## src/rtl/spi_burst_pkg.sv

```systemverilog
package spi_burst_pkg;
  typedef enum logic [3:0] {
    A_TXQ = 4'd0, A_RXQ = 4'd1, A_CTRL = 4'd2, A_IRQEN = 4'd3,
    A_IRQST = 4'd4, A_NFRAMES = 4'd5, A_NDATA = 4'd6, A_FILL = 4'd7
  } reg_addr_e;

  localparam int C_PHASE   = 2;
  localparam int C_POL     = 3;
  localparam int C_IDLEHI  = 4;
  localparam int C_LSB     = 6;
  localparam int C_TXCLR   = 8;
  localparam int C_RXCLR   = 9;
  localparam int C_GO      = 10;
  localparam int C_SEL     = 12;
  localparam int C_DROP    = 15;
  localparam int C_MAN     = 16;
  localparam int C_LVL     = 17;
  localparam int IRQ_BIT   = 16;
  localparam int TXLVL_POS = 16;

  typedef struct packed {
    logic cpol;
    logic cpha;
    logic lsb;
    logic discard;
  } mode_t;
endpackage

```

## src/rtl/spi_burst_fifo.sv

```systemverilog
module spi_burst_fifo #(
  parameter int W     = 8,
  parameter int DEPTH = 64,
  localparam int AW   = $clog2(DEPTH),
  localparam int LW   = AW + 1
) (
  input  logic          clk,
  input  logic          rst,
  input  logic          clr,
  input  logic          push,
  input  logic [W-1:0]  wdata,
  input  logic          pop,
  output logic [W-1:0]  head,
  output logic [LW-1:0] level,
  output logic          full,
  output logic          empty
);
  logic [W-1:0]  mem [DEPTH];
  logic [AW-1:0] wptr, rptr;
  logic          do_push, do_pop;

  assign full    = (level == LW'(DEPTH));
  assign empty   = (level == '0);
  assign do_push = push & ~full & ~clr;
  assign do_pop  = pop & ~empty & ~clr;
  assign head    = mem[rptr];

  always_ff @(posedge clk) begin
    if (do_push) mem[wptr] <= wdata;
  end

  always_ff @(posedge clk) begin
    if (rst || clr) begin
      wptr  <= '0;
      rptr  <= '0;
      level <= '0;
    end else begin
      if (do_push) wptr <= wptr + AW'(1);
      if (do_pop)  rptr <= rptr + AW'(1);
      case ({do_push, do_pop})
        2'b10:   level <= level + LW'(1);
        2'b01:   level <= level - LW'(1);
        default: level <= level;
      endcase
    end
  end
endmodule

```

## src/rtl/spi_burst_shift.sv

```systemverilog
module spi_burst_shift
  import spi_burst_pkg::*;
#(
  parameter int CW  = 24,
  parameter int FW  = 8,
  localparam int BW = $clog2(FW),
  localparam int HW = BW + 1
) (
  input  logic          clk,
  input  logic          rst,
  input  logic          start,
  input  mode_t         mode,
  input  logic [CW-1:0] burst_len,
  input  logic [CW-1:0] data_len,
  input  logic          tick,
  input  logic          miso,
  input  logic [FW-1:0] tx_head,
  input  logic          tx_empty,
  output logic          tx_pop,
  output logic          rx_push,
  output logic [FW-1:0] rx_byte,
  output logic          sck,
  output logic          mosi,
  output logic          busy,
  output logic          done
);
  logic          run;
  logic [CW-1:0] frame_idx, next_idx;
  logic [HW-1:0] half;
  logic [BW-1:0] bit_idx;
  logic [FW-1:0] txb, rxb, rx_next, load_byte;
  logic          lead, trail, last, samp, more, load, use_q;

  function automatic logic [BW-1:0] bitpos(logic [BW-1:0] b, logic lsb);
    return lsb ? b : (BW'(FW - 1) - b);
  endfunction

  assign bit_idx = half[HW-1:1];
  assign lead    = tick & run & ~half[0];
  assign trail   = tick & run & half[0];
  assign last    = trail & (half == HW'(2 * FW - 1));
  assign samp    = mode.cpha ? trail : lead;
  assign more    = (frame_idx + CW'(1)) < burst_len;
  assign next_idx = start ? '0 : frame_idx + CW'(1);
  assign load    = (start & (burst_len != '0)) | (last & more);
  assign use_q   = load & (next_idx < data_len);
  assign tx_pop  = use_q & ~tx_empty;
  assign load_byte = tx_pop ? tx_head : '0;

  always_comb begin
    rx_next = rxb;
    if (samp) rx_next[bitpos(bit_idx, mode.lsb)] = miso;
  end

  assign rx_push = last & ~mode.discard;
  assign rx_byte = rx_next;
  assign busy    = run;

  always_ff @(posedge clk) begin
    if (rst) begin
      run       <= 1'b0;
      done      <= 1'b0;
      frame_idx <= '0;
      half      <= '0;
      txb       <= '0;
      rxb       <= '0;
      sck       <= 1'b0;
      mosi      <= 1'b0;
    end else begin
      done <= 1'b0;
      if (start) begin
        sck <= mode.cpol;
        if (burst_len == '0) begin
          done <= 1'b1;
        end else begin
          run       <= 1'b1;
          frame_idx <= '0;
          half      <= '0;
          txb       <= load_byte;
          rxb       <= '0;
          if (!mode.cpha) mosi <= load_byte[bitpos('0, mode.lsb)];
        end
      end else if (run) begin
        if (tick) begin
          sck  <= ~sck;
          half <= half + HW'(1);
          rxb  <= rx_next;
          if (lead && mode.cpha) mosi <= txb[bitpos(bit_idx, mode.lsb)];
          if (trail) begin
            if (last) begin
              if (more) begin
                frame_idx <= next_idx;
                txb       <= load_byte;
                rxb       <= '0;
                if (!mode.cpha) mosi <= load_byte[bitpos('0, mode.lsb)];
              end else begin
                run  <= 1'b0;
                done <= 1'b1;
              end
            end else if (!mode.cpha) begin
              mosi <= txb[bitpos(bit_idx + BW'(1), mode.lsb)];
            end
          end
        end
      end else begin
        sck <= mode.cpol;
      end
    end
  end
endmodule

```

## src/rtl/spi_burst_engine.sv

```systemverilog
module spi_burst_engine
  import spi_burst_pkg::*;
#(
  parameter int DEPTH = 64,
  parameter int CW    = 24,
  parameter int FW    = 8,
  parameter int NCS   = 4,
  parameter int DW    = 32,
  parameter int AW    = 4,
  localparam int LW   = $clog2(DEPTH) + 1,
  localparam int SW   = $clog2(NCS)
) (
  input  logic          clk,
  input  logic          rst,
  input  logic          bus_wr,
  input  logic          bus_rd,
  input  logic [AW-1:0] bus_addr,
  input  logic [DW-1:0] bus_wdata,
  output logic [DW-1:0] bus_rdata,
  input  logic          sck_tick,
  input  logic          miso,
  output logic          sck,
  output logic          mosi,
  output logic [NCS-1:0] cs_line,
  output logic          irq
);
  mode_t         mode_q, mode_in, mode_eff;
  logic          idle_hi_q, cs_man_q, cs_lvl_q, ien_q, tc_q;
  logic [SW-1:0] cs_sel_q;
  logic [CW-1:0] nframes_q, ndata_q;

  logic          wr_ctrl, start, tx_clr, rx_clr, busy, eng_done;
  logic          tx_push, tx_pop, tx_full, tx_empty;
  logic          rx_push, rx_pop, rx_full, rx_empty;
  logic [FW-1:0] tx_head, rx_head, rx_byte;
  logic [LW-1:0] tx_level, rx_level;
  logic [DW-1:0] rd_val;

  assign wr_ctrl = bus_wr && (bus_addr == AW'(A_CTRL));
  assign start   = wr_ctrl & bus_wdata[C_GO] & ~busy;
  assign tx_clr  = wr_ctrl & bus_wdata[C_TXCLR];
  assign rx_clr  = wr_ctrl & bus_wdata[C_RXCLR];
  assign tx_push = bus_wr && (bus_addr == AW'(A_TXQ));
  assign rx_pop  = bus_rd && (bus_addr == AW'(A_RXQ));

  assign mode_in  = '{cpol: bus_wdata[C_POL], cpha: bus_wdata[C_PHASE],
                      lsb: bus_wdata[C_LSB], discard: bus_wdata[C_DROP]};
  assign mode_eff = (wr_ctrl && !busy) ? mode_in : mode_q;

  spi_burst_fifo #(.W(FW), .DEPTH(DEPTH)) tx_q_i (
    .clk(clk), .rst(rst), .clr(tx_clr), .push(tx_push), .wdata(bus_wdata[FW-1:0]),
    .pop(tx_pop), .head(tx_head), .level(tx_level), .full(tx_full), .empty(tx_empty)
  );

  spi_burst_fifo #(.W(FW), .DEPTH(DEPTH)) rx_q_i (
    .clk(clk), .rst(rst), .clr(rx_clr), .push(rx_push), .wdata(rx_byte),
    .pop(rx_pop), .head(rx_head), .level(rx_level), .full(rx_full), .empty(rx_empty)
  );

  spi_burst_shift #(.CW(CW), .FW(FW)) shift_i (
    .clk(clk), .rst(rst), .start(start), .mode(mode_eff),
    .burst_len(nframes_q), .data_len(ndata_q), .tick(sck_tick), .miso(miso),
    .tx_head(tx_head), .tx_empty(tx_empty), .tx_pop(tx_pop),
    .rx_push(rx_push), .rx_byte(rx_byte), .sck(sck), .mosi(mosi),
    .busy(busy), .done(eng_done)
  );

  always_ff @(posedge clk) begin
    if (rst) begin
      mode_q    <= '0;
      idle_hi_q <= 1'b1;
      cs_sel_q  <= '0;
      cs_man_q  <= 1'b0;
      cs_lvl_q  <= 1'b0;
      ien_q     <= 1'b0;
      tc_q      <= 1'b0;
      nframes_q <= '0;
      ndata_q   <= '0;
    end else begin
      if (wr_ctrl) begin
        if (!busy) mode_q <= mode_in;
        idle_hi_q <= bus_wdata[C_IDLEHI];
        cs_sel_q  <= bus_wdata[C_SEL +: SW];
        cs_man_q  <= bus_wdata[C_MAN];
        cs_lvl_q  <= bus_wdata[C_LVL];
      end
      if (bus_wr && bus_addr == AW'(A_IRQEN))   ien_q     <= bus_wdata[IRQ_BIT];
      if (bus_wr && bus_addr == AW'(A_NFRAMES)) nframes_q <= bus_wdata[CW-1:0];
      if (bus_wr && bus_addr == AW'(A_NDATA))   ndata_q   <= bus_wdata[CW-1:0];
      if (eng_done)
        tc_q <= 1'b1;
      else if (bus_wr && bus_addr == AW'(A_IRQST) && bus_wdata[IRQ_BIT])
        tc_q <= 1'b0;
    end
  end

  always_comb begin
    rd_val = '0;
    case (bus_addr)
      AW'(A_RXQ):     rd_val[FW-1:0] = rx_empty ? '0 : rx_head;
      AW'(A_CTRL): begin
        rd_val[C_PHASE]     = mode_q.cpha;
        rd_val[C_POL]       = mode_q.cpol;
        rd_val[C_IDLEHI]    = idle_hi_q;
        rd_val[C_LSB]       = mode_q.lsb;
        rd_val[C_GO]        = busy;
        rd_val[C_SEL +: SW] = cs_sel_q;
        rd_val[C_DROP]      = mode_q.discard;
        rd_val[C_MAN]       = cs_man_q;
        rd_val[C_LVL]       = cs_lvl_q;
      end
      AW'(A_IRQEN):   rd_val[IRQ_BIT] = ien_q;
      AW'(A_IRQST):   rd_val[IRQ_BIT] = tc_q;
      AW'(A_NFRAMES): rd_val[CW-1:0]  = nframes_q;
      AW'(A_NDATA):   rd_val[CW-1:0]  = ndata_q;
      AW'(A_FILL): begin
        rd_val[LW-1:0]            = rx_level;
        rd_val[TXLVL_POS +: LW]   = tx_level;
      end
      default:        rd_val = '0;
    endcase
  end

  always_ff @(posedge clk) begin
    if (rst) begin
      bus_rdata <= '0;
      irq       <= 1'b0;
    end else begin
      if (bus_rd) bus_rdata <= rd_val;
      irq <= tc_q & ien_q;
    end
  end

  for (genvar i = 0; i < NCS; i++) begin : g_cs
    always_ff @(posedge clk) begin
      if (rst)
        cs_line[i] <= 1'b1;
      else if (cs_sel_q == SW'(i))
        cs_line[i] <= cs_man_q ? cs_lvl_q : (busy ? ~idle_hi_q : idle_hi_q);
      else
        cs_line[i] <= idle_hi_q;
    end
  end

  logic unused_bits;
  assign unused_bits = ^{1'b0, bus_wdata[DW-1:CW], rx_full, tx_full};
endmodule

```

## config.mk

```make
export PLATFORM = sky130hd
export DESIGN_NAME = spi_burst_engine
export DESIGN_NICKNAME = d
export VERILOG_FILES = /design/src/rtl/spi_burst_pkg.sv /design/src/rtl/spi_burst_fifo.sv /design/src/rtl/spi_burst_shift.sv /design/src/rtl/spi_burst_engine.sv
export SDC_FILE = /design/constraint.sdc
export NUM_CORES = 1
export LEC_CHECK = 0
export BUFFER_PORTS_ARGS = -buffer_cell sky130_fd_sc_hd__buf_2
export CAP_MARGIN = 40
export CORE_MARGIN = 3
export CORE_UTILIZATION = 60
export DETAILED_ROUTE_END_ITERATION = 10
export GPL_ROUTABILITY_DRIVEN = 0
export HOLD_SLACK_MARGIN = 0.15
export PLACE_DENSITY = 0.83
export SLEW_MARGIN = 40
export SYNTH_ARGS = -nofsm -noshare
export SYNTH_HDL_FRONTEND = slang
export SYNTH_SLANG_ARGS = --single-unit
export TNS_END_PERCENT = 10
```

## constraint.sdc

```tcl
create_clock -name clk -period 11.12 [get_ports clk]
set_input_delay 2.224 -clock clk [delete_from_list [all_inputs] [get_ports clk]]
set_output_delay 2.224 -clock clk [all_outputs]
set_load 0.01 [all_outputs]
```

==> impl_metrics.yaml, run 1 <==
outcome:
  status: "complete, no violations"
timing:
  setup_violations: 0
  fin_tns_setup_ps: 0
  rsz0062_at_grt: "no"
  max-slew-margin-rel_pct: 38.6
  fin_skew_ps: 60.4
  finalCriticalPeriod_ps: 7410
  hold_viol: 0
  final.period_utilization_pct: 66.7
  drv_slew: 0
  holdWs_ps: 432
  worst_slew_pin_slew_ps: 918
  fmax_ghz: 0.135
place:
  dp_hpwl_um: 73600
  portBuffers: 64
worst_setup_path:
  reg2reg_from: "shift_i.busy$_SDFFE_PP0P_"
  worst-endpoint-arrival_ps: 7970
  crit_type: "input port to flip-flop"
  end_kind: "flip-flop"
  reg2reg_slack_ps: 5030
  regToRegEndpoint: "tx_q_i.level[6]$_SDFFE_PP0P_"
  start_kind: "input port"
  worstPathMaxFanout: 26
  setup.worst_path.start: "bus_addr[1]"
  crit_required_ps: 11680
  reg2reg_depth: 22
clocking:
  cts_sinks: 1210
  cts_tree: "built"
  clk_latency_ps: 720
  post-cts-setup-buffers: 0
  post_cts_resized: 0
  cts-root-buf: "clkbuf_16"
  cts_max_level: 3
  clock_path_buffers: 3
  cts_buffers: 113
  clkTransAtPathRegs_ps: 60
  postCtsHoldBufs: 0
routing:
  drc_errors: 0
  drtIter0Drc: 3840
  first_pass_iters: 6
  postRouteWirelength_um: 127000
  num_vias: 28600
  avgRoutedWirePerCell_um: 30.4
  ant_nets: 0
  viasPerCell: 6.83
global_route:
  grt_max_degree: 95
  grt_pass1_wl_um: 190000
  antenna_found_initial: 6
  grt-ovfl-total: 0
  grt_pass1_vias: 28800
  track_usage_pct: 29.7
yosys:
  synth_common_cells: "edfxtp_1, mux4_2, nor2_1"
  synth_seq_cells: 1210
  synth_adder_area_share_pct: 1.71
  synth_area_leaders: "edfxtp_1, mux4_2, dfxtp_1, nor2_1, ha_1"
  avgSynthCellArea_um2: 16.8
  yosysSeqAreaShare_pct: 69.1
  yosys.area_share.simple_pct: 6.43
  synthFlopType: "edfxtp_1"
  async_reset_ff_share_pct: 0
  synth.most_common_cell: "edfxtp_1"
  synth_largest_area_cell: "edfxtp_1"
  ys_warn_count: 0
  synth_xor_area_share_pct: 0.928
  netlist_area_mm2: 0.0499
  synth.top_cell.area_share_pct: 61.6
  synth.distinct_cells: 74
  synth_edf_count: 1024
  syn_inst: 2970
  synth_top_family_by_area: "multiplexers"
  synthMuxAreaShare_pct: 15.9
  synth_compound_area_share_pct: 3.79
cells_and_area:
  finalNetCount: 3129
  drive_gt1_share_pct: 22.4
  nFillCells: 4938
  syn2layout_area_growth_pct: 10.5
pwr:
  pwr-share-comb_pct: 1.2
  power_density_mw_per_mm2: 162
  p_clk_share_pct: 44.3
  switching_share_pct: 20.6
  switchingPower_mw: 1.85
  peakVddDrop_mv: 0.146
  leakage_nw: 15.7
  internal-power_mw: 7.12
  seq_power_share_pct: 54.5
floorplanning:
  die_w_um: 294
  dieArea_mm2: 0.0867
  die_y_um: 294
  start_util_pct: 60.7
  num_rows: 105
  io_pins: 81
  core_area_mm2: 0.0822
flow_run:
  max_cap_violations: 0
hold_path:
  hold_depth: 2
  hold_end: "tc_q$_SDFFE_PP0P_"
  hold_path.class: "flip-flop to flip-flop"
  hold_start: "shift_i.done$_SDFF_PP0_"
[worst max path at each step]
stage	endpoint	slack [ps]	cells after the start
after CTS	tx_q_i.level[6]$_SDFFE_PP0P_	3880	23
after floorplan	rx_q_i.mem[0][0]$_DFFE_PP_	3950	10
after detailed placement	tx_q_i.level[6]$_SDFFE_PP0P_	3110	23
final	tx_q_i.level[6]$_SDFFE_PP0P_	3710	23
after global routing	tx_q_i.level[6]$_SDFFE_PP0P_	3320	23
after global placement	tx_q_i.level[6]$_SDFFE_PP0P_	3330	23
[final cells by class]
cell class / count / area [µm²] / share of cell area (%)
clock inverters: 80 / 763 / 1.38
well taps: 1070 / 1340 / 2.43
diodes: 5 / 12.5 / 0.0227
clock buffers: 133 / 3030 / 5.49
flip-flops and latches: 1210 / 34500 / 62.5
multi-input cells: 1523 / 14600 / 26.5
inverters: 73 / 274 / 0.497
repair buffers: 99 / 656 / 1.19
[power by group through the flow]
stage	Clock [mW]	Combinational, mW	Sequential, mW
finish	3.97	0.111	4.89
global route	4.15	0.119	4.88
CTS	3.99	0.109	4.89
detailed placement	0	0.108	4.98
global placement	0	0.102	4.98
floorplan	0	0.0460	4.98
[per-layer routing]
metal / vias up / part of all wire [%] / track usage (%)
li1: 11700 / - / -
met1: 14500 / 36 / 39.7
met2: 2026 / 49 / 48.7
met3: 426 / 9.5 / 5.41
met4: 2 / 5.2 / 12.8
met5: - / 0.0071 / 0
[cell families after synthesis]
kind of cell    count (synthesis)
other cells                     1
fa+ha+maj                      67
flops                        1210
buf+inv                       244
compound gates                297
mux                           392
simple gates                  707
xor+xnor                       52
[registers in the layout, summed over array words and instances (netlist names), 2 cells and up, named ones only]
signal / count
bus_rdata: 24
cs_line: 4
cs_sel_q: 2
mode_q: 4
ndata_q: 24
nframes_q: 24
rx_q_i.level: 7
rx_q_i.mem: 512
rx_q_i.rptr: 6
rx_q_i.wptr: 6
shift_i.frame_idx: 24
shift_i.half: 4
shift_i.rxb: 8
shift_i.txb: 8
tx_q_i.level: 7
tx_q_i.mem: 512
tx_q_i.rptr: 6
tx_q_i.wptr: 6
[layout by cell type (no fill, tap or decap), types with 46 or more instances in the layout]
| cell type | n |
|---|---|
| a21oi_1 | 116 |
| buf_2 | 64 |
| clkbuf_16 | 116 |
| dfxtp_1 | 178 |
| edfxtp_1 | 1024 |
| ha_1 | 65 |
| inv_1 | 72 |
| mux2i_1 | 63 |
| mux4_2 | 319 |
| nand2_1 | 189 |
| nor2_1 | 243 |
| nor2_2 | 46 |
[critical path, cell delays in order]
cell      delay [ps]
buf_2            410
nor4b_4          310
nand3_1          590
and2_1           400
ha_1             300
a21o_1           190
a21oi_1          140
nor2b_1           60
o31a_1           290
nor4_1           440
nand2_1          140
a21oi_1          270
ha_1             370
inv_1            120
fa_1             410
nor2b_1          170
o21ai_0          110
a21boi_0         270
o21ai_0          150
and3_1           200
nor3_1           170
xnor2_1          150
nor2_1            60
[stage by stage]
stage	worst slack, ps	power [mW]	util (%)	instances	cell area, µm²
after floorplan	3950	5.03	-	2977	49900
after CTS	3880	8.98	66.8	4184	55000
after global routing	3320	9.15	67.1	4190	55200
final	3710	8.96	67.1	4193	55200
after detailed placement	3110	5.09	62.2	3971	51200
after global placement	3330	5.09	62.2	3971	51100
(Power assumes the default switching activity.)
==> run 2, diff against run 1 <==
==> constraint.sdc (replaced) <==
create_clock -name clk -period 7.3 [get_ports clk]
set_input_delay 1.46 -clock clk [delete_from_list [all_inputs] [get_ports clk]]
set_output_delay 1.46 -clock clk [all_outputs]
set_load 0.01 [all_outputs]
==> run 2 against run 1 <==
- first-iteration DRC count grew 2.8%
- power grew 49%
- register-to-register slack lost 4100 ps
- final cell count is essentially flat
- clock skew shrank 1.5 ps
- final area shrank 0.31%
- setup slack lost 2800 ps
- hold slack gained 17 ps
==> impl_metrics.yaml, run 2 (same netlist as run 1, synthesis figures left out) <==
routing:
  avgRoutedWirePerCell_um: 30.3
  viasPerCell: 6.87
  postRouteWirelength_um: 127000
  drc_errors: 0
  ant_nets: 0
  drtIter0Drc: 3946
  num_vias: 28800
  first_pass_iters: 8
timing:
  worst_slew_pin_slew_ps: 914
  fin_tns_setup_ps: 0
  fmax_ghz: 0.156
  hold_viol: 0
  final.period_utilization_pct: 88.0
  finalCriticalPeriod_ps: 6420
  timing.final.ws_setup_ps: 879
  setup_violations: 0
  fin_skew_ps: 58.9
  max-slew-margin-rel_pct: 38.9
  drv_slew: 0
  rsz0062_at_grt: "no"
pwr:
  switching_share_pct: 20.3
  peakVddDrop_mv: 0.199
  leakage_nw: 15.9
  power_density_mw_per_mm2: 243
  switchingPower_mw: 2.72
  internal-power_mw: 10.6
  pwr-share-comb_pct: 1.3
  p_clk_share_pct: 43.0
  seq_power_share_pct: 55.7
cells_and_area:
  final_common_cell: "edfxtp_1"
  syn2layout_area_growth_pct: 10.2
  finalNetCount: 3132
  largestRegisters: "rx_q_i.mem: 512 flops, tx_q_i.mem: 512 flops"
  drive_gt1_share_pct: 21.3
  mostFrequentLayoutCells: "edfxtp_1, mux4_2, nor2_1"
  layout.cells.non_filler: 4197
worst_setup_path:
  worstPathMaxFanout: 15
  reg2reg_depth: 26
  worst-endpoint-arrival_ps: 6990
  cp_top_family: "simple AND/OR/NAND/NOR gates"
  max_stage_delay_ps: 500
  reg2reg_from: "shift_i.frame_idx[2]$_SDFFE_PP0P_"
  end_kind: "flip-flop"
  worst-path-buf-inv: 3
  crit_type: "input port to flip-flop"
  slowest_stage: "nor4_1"
  crit_required_ps: 7870
  cpMostUsedCell: "nor2b_1"
  start_kind: "input port"
  worstPathCellList: "buf_2, nor2b_1, nand3_1, buf_4, and2_1, ha_1, a21o_1, a21oi_1, nor2b_1, o31a_1, nor4_1, nand2_1, a21oi_1, ha_1, inv_1, fa_1, nor2b_1, o21ai_0, a21boi_0, o21ai_0, and3_1, nor3_1, xnor2_1, nor2_1"
  setup.worst_path.start: "bus_wr"
  cp.depth: 24
floorplanning:
  num_rows: 105
  die_y_um: 294
  start_util_pct: 60.7
  core_area_mm2: 0.0822
  die_w_um: 294
  io_pins: 81
  dieArea_mm2: 0.0867
place:
  dp_hpwl_um: 73100
  pre_cts_ws_ps: 329
  dp_cells: 3975
  portBuffers: 64
flow_run:
  max_cap_violations: 0
clocking:
  post-cts-setup-buffers: 0
  cts_max_level: 3
  clk_latency_ps: 720
  cts_sinks: 1210
  cts-root-buf: "clkbuf_16"
  postCtsHoldBufs: 0
  clkTransAtPathRegs_ps: 60
  clock_path_buffers: 3
  cts_buffers: 113
  post_cts_resized: 0
  cts_tree: "built"
global_route:
  track_usage_pct: 29.9
  grt_max_degree: 99
  grt_pass1_wl_um: 191000
  grt-ovfl-total: 0
  antenna_found_initial: 6
  grt_pass1_vias: 29200
hold_path:
  hold_start: "shift_i.done$_SDFF_PP0_"
  hold_depth: 2
  hold_path.class: "flip-flop to flip-flop"
outcome:
  status: "complete, no violations"
-- run 2: cell types whose count changed in the layout (fill, tap and decap cells not counted), sizes merged, moves of 4 or more --
cell      delta
inv          -4
diode        +4
bufinv       -5
clkinvlp     -9
clkinv       -5
clkbuf      +21
-- run 2: worst reg2reg max path, delay by kind of cell, from the launching register on --
kind                       cells  cell delay (ps)
xor gates and xnor gates       2              370
adders and majority gates      3             1060
DFF                            1              440
and+or+nand+nor               12             2640
AOI/OAI and AO/OA              6             1140
buffers and inverters          3              620
-- run 2: final timing paths --
kind | endpoint | slack [ps]
setup / recovery | tx_q_i.level[6]$_SDFFE_PP0P_ | 880
hold / removal | tc_q$_SDFFE_PP0P_ | 450
setup reg to reg | tx_q_i.level[6]$_SDFFE_PP0P_ | 920
hold reg to reg | tc_q$_SDFFE_PP0P_ | 450
-- run 2: power by group through the flow --
stage	combinational, mW	sequential (mW)	clock (mW)
2_1_floorplan	0.0700	7.59	0
3_3_place_gp	0.157	7.59	0
3_5_place_dp	0.165	7.59	0
4_1_cts	0.166	7.44	5.77
5_1_grt	0.183	7.44	6.04
6_report	0.171	7.44	5.75
-- run 2: cell type report --
| cell class | instances | area [µm²] |
|---|---|---|
| Multi-Input combinational cell | 1523 | 14600 |
| Sequential cell | 1210 | 34500 |
| Fill cell | 4960 | 27200 |
| Antenna cell | 9 | 22.5 |
| Clock inverter | 57 | 495 |
| Tap cell | 1070 | 1340 |
| Timing Repair Buffer | 102 | 686 |
| Clock buffer | 153 | 3080 |
| Inverter | 73 | 274 |
-- run 2: through the flow --
step / hold slack (ps) / power (mW) / cell area (µm²) / util (%)
after detailed placement: 460 / 7.76 / 51200 / 62.3
after CTS: 442 / 13.4 / 54800 / 66.6
after global placement: 434 / 7.75 / 51200 / 62.2
final: 449 / 13.4 / 55000 / 66.9
after global routing: 489 / 13.7 / 55000 / 66.8
after floorplan: 413 / 7.66 / 49900 / -
-- run 2: metal layers --
metal | vias to the layer above | global-route usage [%] | routed length (µm)
li1 | 11700 | - | -
met4 | 2 | 12.5 | 5970
met5 | - | 0 | 13
met1 | 14600 | 39.2 | 44500
met3 | 424 | 6.21 | 13000
met2 | 2102 | 49.5 | 63800
